==> config.mk <==
export PLATFORM = sky130hd
export DESIGN_NAME = seq_sequencer
export DESIGN_NICKNAME = d
export VERILOG_FILES = /design/src/rtl/seq_pkg.sv /design/src/rtl/seq_phase_ring.sv /design/src/rtl/seq_fetch.sv /design/src/rtl/seq_pc_stack.sv /design/src/rtl/seq_sequencer.sv
export SDC_FILE = /design/constraint.sdc
export NUM_CORES = 1
export LEC_CHECK = 0
export ABC_AREA = 1
export BUFFER_PORTS_ARGS = -buffer_cell sky130_fd_sc_hd__buf_2
export CAP_MARGIN = 20
export CORE_MARGIN = 4
export CORE_UTILIZATION = 35
export CTS_CLUSTER_SIZE = 40
export DETAILED_ROUTE_END_ITERATION = 7
export PLACE_DENSITY_LB_ADDON = 0.25
export SKIP_LAST_GASP = 1
export SLEW_MARGIN = 20
export SYNTH_ARGS = -nofsm -noshare
export SYNTH_HDL_FRONTEND = slang
export SYNTH_SLANG_ARGS = --single-unit
==> constraint.sdc <==
create_clock -name clk_i -period 3.65 [get_ports clk_i]
set_input_delay 0 -clock clk_i [delete_from_list [all_inputs] [get_ports clk_i]]
set_output_delay 0 -clock clk_i [all_outputs]
set_load 0.01 [all_outputs]
==> src/rtl/seq_pkg.sv <==
package seq_pkg;
  localparam int OP_W   = 8;
  localparam int OFS_W  = 6;
  localparam int PAGE_W = 4;
  localparam int BANK_W = 3;
  localparam int LOW_W  = OFS_W + PAGE_W;
  localparam int PC_W   = LOW_W + BANK_W;
  localparam int PHASES = 4;

  localparam int PH_T1 = 0;
  localparam int PH_T3 = 1;
  localparam int PH_T5 = 2;
  localparam int PH_T7 = 3;

  localparam logic [OP_W-1:0] OP_NOP = 8'h00;
  localparam logic [OP_W-1:0] OP_RET = 8'h01;
  localparam logic [OP_W-1:0] OP_RTS = 8'h02;

  function automatic logic op_is_call(input logic [OP_W-1:0] op);
    return op[7:6] == 2'b10;
  endfunction
  function automatic logic op_is_jump(input logic [OP_W-1:0] op);
    return op[7:6] == 2'b11;
  endfunction
  function automatic logic op_is_lai(input logic [OP_W-1:0] op);
    return op[7:4] == 4'h4;
  endfunction
  function automatic logic op_is_pg(input logic [OP_W-1:0] op);
    return op[7:4] == 4'h6;
  endfunction
  function automatic logic op_is_bk(input logic [OP_W-1:0] op);
    return op[7:3] == 5'b01110;
  endfunction
  function automatic logic op_is_own(input logic [OP_W-1:0] op);
    return op_is_call(op) || op_is_jump(op) || op_is_pg(op) || op_is_bk(op)
           || op == OP_RET || op == OP_RTS;
  endfunction
endpackage

==> src/rtl/seq_phase_ring.sv <==
module seq_phase_ring
  import seq_pkg::*;
#(
  parameter int N = PHASES
) (
  input  logic         clk_i,
  input  logic         rst_ni,
  output logic [N-1:0] phase_o
);
  logic [N-1:0] ring_q;

  always_ff @(negedge clk_i or negedge rst_ni) begin
    if (!rst_ni) ring_q <= N'(1);
    else         ring_q <= {ring_q[N-2:0], ring_q[N-1]};
  end

  assign phase_o = ring_q;
endmodule

==> src/rtl/seq_fetch.sv <==
module seq_fetch
  import seq_pkg::*;
(
  input  logic            clk_i,
  input  logic            rst_ni,
  input  logic            run_i,
  input  logic            load_i,
  input  logic            cond_upd_i,
  input  logic [OP_W-1:0] op_i,
  input  logic            cond_i,
  output logic [OP_W-1:0] ir_o,
  output logic            skip_o,
  output logic            lai_o
);
  logic [OP_W-1:0] ir_q;
  logic            skip_q, lai_q, pass_q, skip_d;

  // skip source: prepare passes it through, own opcodes decide, others take cond_i
  always_comb begin
    if (pass_q)                skip_d = skip_q;
    else if (skip_q)           skip_d = 1'b0;
    else if (ir_q == OP_RTS)   skip_d = 1'b1;
    else if (op_is_own(ir_q))  skip_d = 1'b0;
    else                       skip_d = cond_i;
  end

  always_ff @(negedge clk_i or negedge rst_ni) begin
    if (!rst_ni) begin
      ir_q   <= OP_NOP;
      skip_q <= 1'b0;
      lai_q  <= 1'b0;
      pass_q <= 1'b0;
    end else if (run_i) begin
      if (load_i) begin
        ir_q   <= (skip_q || (lai_q && op_is_lai(op_i))) ? OP_NOP : op_i;
        lai_q  <= op_is_lai(op_i);
        pass_q <= op_is_pg(op_i) || op_is_bk(op_i);
      end
      if (cond_upd_i) skip_q <= skip_d;
    end
  end

  assign ir_o   = ir_q;
  assign skip_o = skip_q;
  assign lai_o  = lai_q;
endmodule

==> src/rtl/seq_pc_stack.sv <==
module seq_pc_stack
  import seq_pkg::*;
#(
  parameter int DEPTH = 4,
  localparam int SP_W = $clog2(DEPTH)
) (
  input  logic            clk_i,
  input  logic            rst_ni,
  input  logic            run_i,
  input  logic            inc_i,
  input  logic            xfer_i,
  input  logic [OP_W-1:0] ir_i,
  output logic [PC_W-1:0] pc_o,
  output logic [SP_W-1:0] sp_o
);
  localparam logic [SP_W-1:0]   SP_ONE   = SP_W'(1);
  localparam logic [PAGE_W-1:0] PG_CALL  = '1;

  logic [PC_W-1:0]   lvl_q [DEPTH];
  logic [SP_W-1:0]   sp_q, sp_dec;
  logic [PAGE_W-1:0] pg_q;
  logic [BANK_W-1:0] bk_q;
  logic              pg_v_q, bk_v_q;

  logic [PC_W-1:0]   pc, pc_inc, jmp_tgt, call_tgt;
  logic [BANK_W-1:0] caller_bank;
  logic              is_call, is_jump, is_pop;

  assign sp_dec      = sp_q - SP_ONE;
  assign pc          = lvl_q[sp_q];
  assign caller_bank = lvl_q[sp_dec][PC_W-1:LOW_W];
  assign pc_inc      = {pc[PC_W-1:LOW_W], pc[LOW_W-1:0] + LOW_W'(1)};

  assign is_call = op_is_call(ir_i);
  assign is_jump = op_is_jump(ir_i);
  assign is_pop  = (ir_i == OP_RET) || (ir_i == OP_RTS);

  assign jmp_tgt  = {bk_v_q ? bk_q : pc[PC_W-1:LOW_W],
                     pg_v_q ? pg_q : pc[LOW_W-1:OFS_W],
                     ir_i[OFS_W-1:0]};
  assign call_tgt = {bk_v_q ? bk_q : caller_bank,
                     pg_v_q ? pg_q : PG_CALL,
                     ir_i[OFS_W-1:0]};

  always_ff @(negedge clk_i or negedge rst_ni) begin
    if (!rst_ni) begin
      for (int i = 0; i < DEPTH; i++) lvl_q[i] <= '0;
      sp_q <= '0;
    end else if (run_i) begin
      if (inc_i) begin
        lvl_q[sp_q] <= pc_inc;
        if (is_call) sp_q <= sp_q + SP_ONE;
      end
      if (xfer_i) begin
        if (is_jump)      lvl_q[sp_q] <= jmp_tgt;
        else if (is_call) lvl_q[sp_q] <= call_tgt;
        if (is_pop) sp_q <= sp_dec;
      end
    end
  end

  // staged page/bank, consumed by jump or call
  always_ff @(negedge clk_i or negedge rst_ni) begin
    if (!rst_ni) begin
      pg_q   <= '0;
      bk_q   <= '0;
      pg_v_q <= 1'b0;
      bk_v_q <= 1'b0;
    end else if (run_i && xfer_i) begin
      if (is_jump || is_call) begin
        pg_v_q <= 1'b0;
        bk_v_q <= 1'b0;
      end else if (op_is_pg(ir_i)) begin
        pg_q   <= ir_i[PAGE_W-1:0];
        pg_v_q <= 1'b1;
      end else if (op_is_bk(ir_i)) begin
        bk_q   <= ir_i[BANK_W-1:0];
        bk_v_q <= 1'b1;
      end
    end
  end

  assign pc_o = pc;
  assign sp_o = sp_q;
endmodule

==> src/rtl/seq_sequencer.sv <==
module seq_sequencer
  import seq_pkg::*;
#(
  parameter int STACK_DEPTH = 4
) (
  input  logic            clk_i,
  input  logic            rst_ni,
  input  logic            run_i,
  input  logic [OP_W-1:0] rom_data_i,
  input  logic            skip_cond_i,
  input  logic            dfloat_i,
  input  logic            bl_thirteen_i,
  input  logic            carry_i,
  output logic [PC_W-1:0] rom_addr_o,
  output logic [OP_W-1:0] ir_o,
  output logic [PHASES-1:0] phase_o,
  output logic            status_o
);
  localparam int SP_W = $clog2(STACK_DEPTH);

  logic [PHASES-1:0] phase_w;
  logic [OP_W-1:0]   ir_w;
  logic              skip_w, lai_w;
  logic [SP_W-1:0]   sp_w;

  seq_phase_ring #(.N(PHASES)) u_ring (
    .clk_i   (clk_i),
    .rst_ni  (rst_ni),
    .phase_o (phase_w)
  );

  seq_fetch u_fetch (
    .clk_i      (clk_i),
    .rst_ni     (rst_ni),
    .run_i      (run_i),
    .load_i     (phase_w[PH_T3]),
    .cond_upd_i (phase_w[PH_T5]),
    .op_i       (rom_data_i),
    .cond_i     (skip_cond_i),
    .ir_o       (ir_w),
    .skip_o     (skip_w),
    .lai_o      (lai_w)
  );

  seq_pc_stack #(.DEPTH(STACK_DEPTH)) u_pc (
    .clk_i  (clk_i),
    .rst_ni (rst_ni),
    .run_i  (run_i),
    .inc_i  (phase_w[PH_T5]),
    .xfer_i (phase_w[PH_T7]),
    .ir_i   (ir_w),
    .pc_o   (rom_addr_o),
    .sp_o   (sp_w)
  );

  assign status_o = (phase_w[PH_T1] & dfloat_i)
                  | (phase_w[PH_T3] & bl_thirteen_i)
                  | (phase_w[PH_T5] & carry_i)
                  | (phase_w[PH_T7] & skip_w);

  assign ir_o    = ir_w;
  assign phase_o = phase_w;
endmodule

==> results.toml <==
[logic_synthesis]
synth-compound-area-share = 0.268
synth_top_area_cell = "dfrtn_1"
ys_types = 41
synth.mux.area_fraction = 0
synth_area_um2 = 5600
synthSimpleGateAreaFrac = 0.263
yosys-top-cells-area = "dfrtn_1 (34%), nand2_1 (17%), o21ai_0 (9.2%)"
synthArstFlopShare = 1.00
ys_ff_latch = 78
synthXorXnorAreaFrac = 0.00916
postSynthAreaPerCell_um2 = 6.57
synth-edff-count = 0
dominantRegCellSynth = "dfrtn_1"
synth_top_family_by_area = "compound AO/OA/AOI/OAI gates"
synth.net_count = 872
ys_warn_count = 0
synth_fa_ha_area_frac = 0.0112
synth_top_area_share = 0.344
ys_seq_area_frac = 0.349
syn_inst = 852

[die]
die_height_um = 134
die_area_um2 = 18100
die_w_um = 134
row_count = 45
initial_utilization = 0.363
ios = 41
coreArea_um2 = 15400

[drt]
wire_per_inst_um = 17.7
wirelength_mm = 19.4
firstDrtPassIters = 5
via_per_inst = 5.54
drc = 0
vias = 6086
antenna_left = 0
drtIter0Drc = 640

[critical_path]
critPathKind = "reg -> out"
reg2reg_depth = 9
r2r_setup_slack_ns = 0.90
crit_start = "u_pc.sp_o[0]"
slowest_delay_ns = 0.54
required_ns = 3.65
cp.arrival_ns = 3.52
critPathCaptureType = "primary output"
crit_path_cell_trace = "buf_12 -> a21oi_1 -> o21ai_0 -> nand2_1 -> inv_1 -> buf_2"
crit_fanout = 34
setup.worst_path.start_class = "flip-flop"
timing.rr.start = "u_pc.sp_o[0]"
crit_slowest_cell = "dfrtn_1"
critPathCapture = "rom_addr_o[11]"
rr_endpoint = "u_pc.lvl_q[39]"

[run_status]
outcome = "finished clean"

[cts]
cts.sinks = 78
htreeDepth = 3
clock-root-buffer = "clkbuf_16"
clkTransAtPathRegs_ns = 0.05
insertion_delay_ns = 0.40
clockBufferDepth = 2
tritoncts = "done"
cts_buffers = 9

[global_routing]
globalRouteTotalUtil = 0.216
grt_max_degree = 43
grt_pass1_wl_mm = 31.2
use_met1 = 0.310
grt_use_met2 = 0.328
antenna_found_initial = 0
grt_most_used_layer = "met2"
grt_use_met3 = 0.0335
grt_overflow = 0
grt_pass1_vias = 5744

[place]
preCtsSetupSlack_ns = 0.465
gp_congestion = 0.898
io_buffers = 40
placement.cell_area_um2 = 6050
dp_hpwl_mm = 13.6
dp.cells = 1081

[finish]
drive_gt1_frac = 0.105
fillers = 1653
areaGrowthSynthToFinish_pct = 13.7
post-route-util = 0.413
stdcell_count = 1098
nNetsFinal = 902
diodes = 0
final_area_um2 = 6370

[pwr]
powerDensity_nw_per_um2 = 352
ir_drop_mv = 0.200
p_leak_nw = 3.08
p_total_mw = 2.24

[sta]
fin_skew_ns = 0.0481
slew-limit-headroom = 0.590
final-hold-violation-count = 0
setup_viol = 0
report.final.slew_viol_count = 0
rsz0062_at_grt = "true"
holdWs_ns = 0.302
fin_setup_tns_ns = 0
worst_pin_slew_ns = 0.611
worst_slack_ns = 0.127

[flow_run]
maxCapViolations = 0

[worst_hold_path]
min_path_type = "in -> out"
[per-layer routing]
metal	vias up	part of all wire	wire length [um]
li1	2916	-	-
met1	2824	0.46	8840
met2	290	0.44	8480
met3	56	0.075	1450
met4	0	0.032	619
met5	-	0	0
[layout make-up]
| cell class | instances | area, um2 | area share |
|---|---|---|---|
| Inverter | 96 | 363 | 0.0570 |
| Clock inverter | 5 | 31.3 | 0.00491 |
| Multi-Input combinational cell | 637 | 3090 | 0.485 |
| Tap cell | 211 | 264 | 0.0415 |
| Clock buffer | 12 | 279 | 0.0438 |
| Timing Repair Buffer | 59 | 387 | 0.0607 |
| Sequential cell | 78 | 1950 | 0.307 |
[critical path: cells and delay by family, from the launching register on]
family	cells	cell delay, ns
and+or+nand+nor	1	0.20
buffers and inverters	3	0.44
AOI/OAI and AO/OA	2	0.17
DFF	1	0.54
[Yosys cell counts (2+ instances only)]
cell      instances
nand2_1         260
o21ai_0         103
a21oi_1          85
inv_1            85
dfrtn_1          77
nand3_1          48
nor2_1           37
clkbuf_1         24
o211ai_1         17
a221oi_1         12
a32oi_1          11
o21ai_1          11
o22ai_1           9
buf_2             7
inv_2             7
buf_4             5
clkinv_1          5
ha_1              5
nand2_2           5
nor4_1            5
a31oi_1           4
a22oi_1           3
nor3_1            3
xor2_1            3
a211oi_1          2
buf_1             2
buf_6             2
nor2_4            2
[cells by family (layout without fill, tap and decap cells)]
family                     Yosys count  after routing
xor gates and xnor gates             5              5
and+or+nand+nor                    363            363
adders and majority gates            5              5
AOI/OAI and AO/OA                  264            264
buffers and inverters              137            172
DFF                                 78             78
[what timing repair did]
action,CTS,global route
setup endpoints to repair,0,3
hold buffers,0,0
hold endpoints to repair,0,0
resized for setup,0,3
buffers inserted,0,1
[power breakdown]
group | switching [mW] | internal (mW) | leakage (nW) | total [mW]
combinational | 0.234 | 0.124 | 1.95 | 0.358
sequential | 0.0288 | 0.915 | 0.964 | 0.944
clock | 0.391 | 0.546 | 0.160 | 0.938
[registers in the layout, indices dropped and copies added (netlist names)]
register,count
u_pc.pg_q,4
u_ring.phase_o,4
u_pc.pg_v_q,1
u_fetch.ir_o,8
u_pc.lvl_q,52
u_fetch.lai_o,1
u_pc.sp_o,2
u_pc.bk_q,3
u_fetch.skip_o,1
u_pc.bk_v_q,1
u_fetch.pass_q,1
[placed cells by master (no fill, tap or decap), types with 2 or more instances in the layout]
| cell type | instances |
|---|---|
| a32oi_1 | 11 |
| clkinv_1 | 5 |
| inv_2 | 6 |
| clkbuf_16 | 11 |
| o21ai_1 | 11 |
| ha_1 | 5 |
| inv_1 | 86 |
| o22ai_1 | 9 |
| clkinv_4 | 2 |
| dfrtn_1 | 77 |
| buf_12 | 3 |
| a21oi_1 | 85 |
| inv_4 | 2 |
| a31oi_1 | 4 |
| nand3_1 | 48 |
| nor3_1 | 3 |
| buf_4 | 16 |
| nand2_1 | 260 |
| o21ai_0 | 103 |
| xor2_1 | 3 |
| nand2_2 | 5 |
| nor2_4 | 2 |
| a221oi_1 | 12 |
| o211ai_1 | 17 |
| a211oi_1 | 2 |
| nor4_1 | 5 |
| a22oi_1 | 3 |
| nor2_1 | 37 |
| buf_2 | 39 |
[worst min-delay path by stage]
stage	startpoint	end	slack, ns	cells after the start
final	carry_i	status_o	0.30	4
after global routing	carry_i	status_o	0.33	4
after CTS	carry_i	status_o	0.30	4
after detailed placement	carry_i	status_o	0.30	4
after global placement	carry_i	status_o	0.30	4
after floorplan	carry_i	status_o	0.14	2
(Power assumes the default switching activity.)
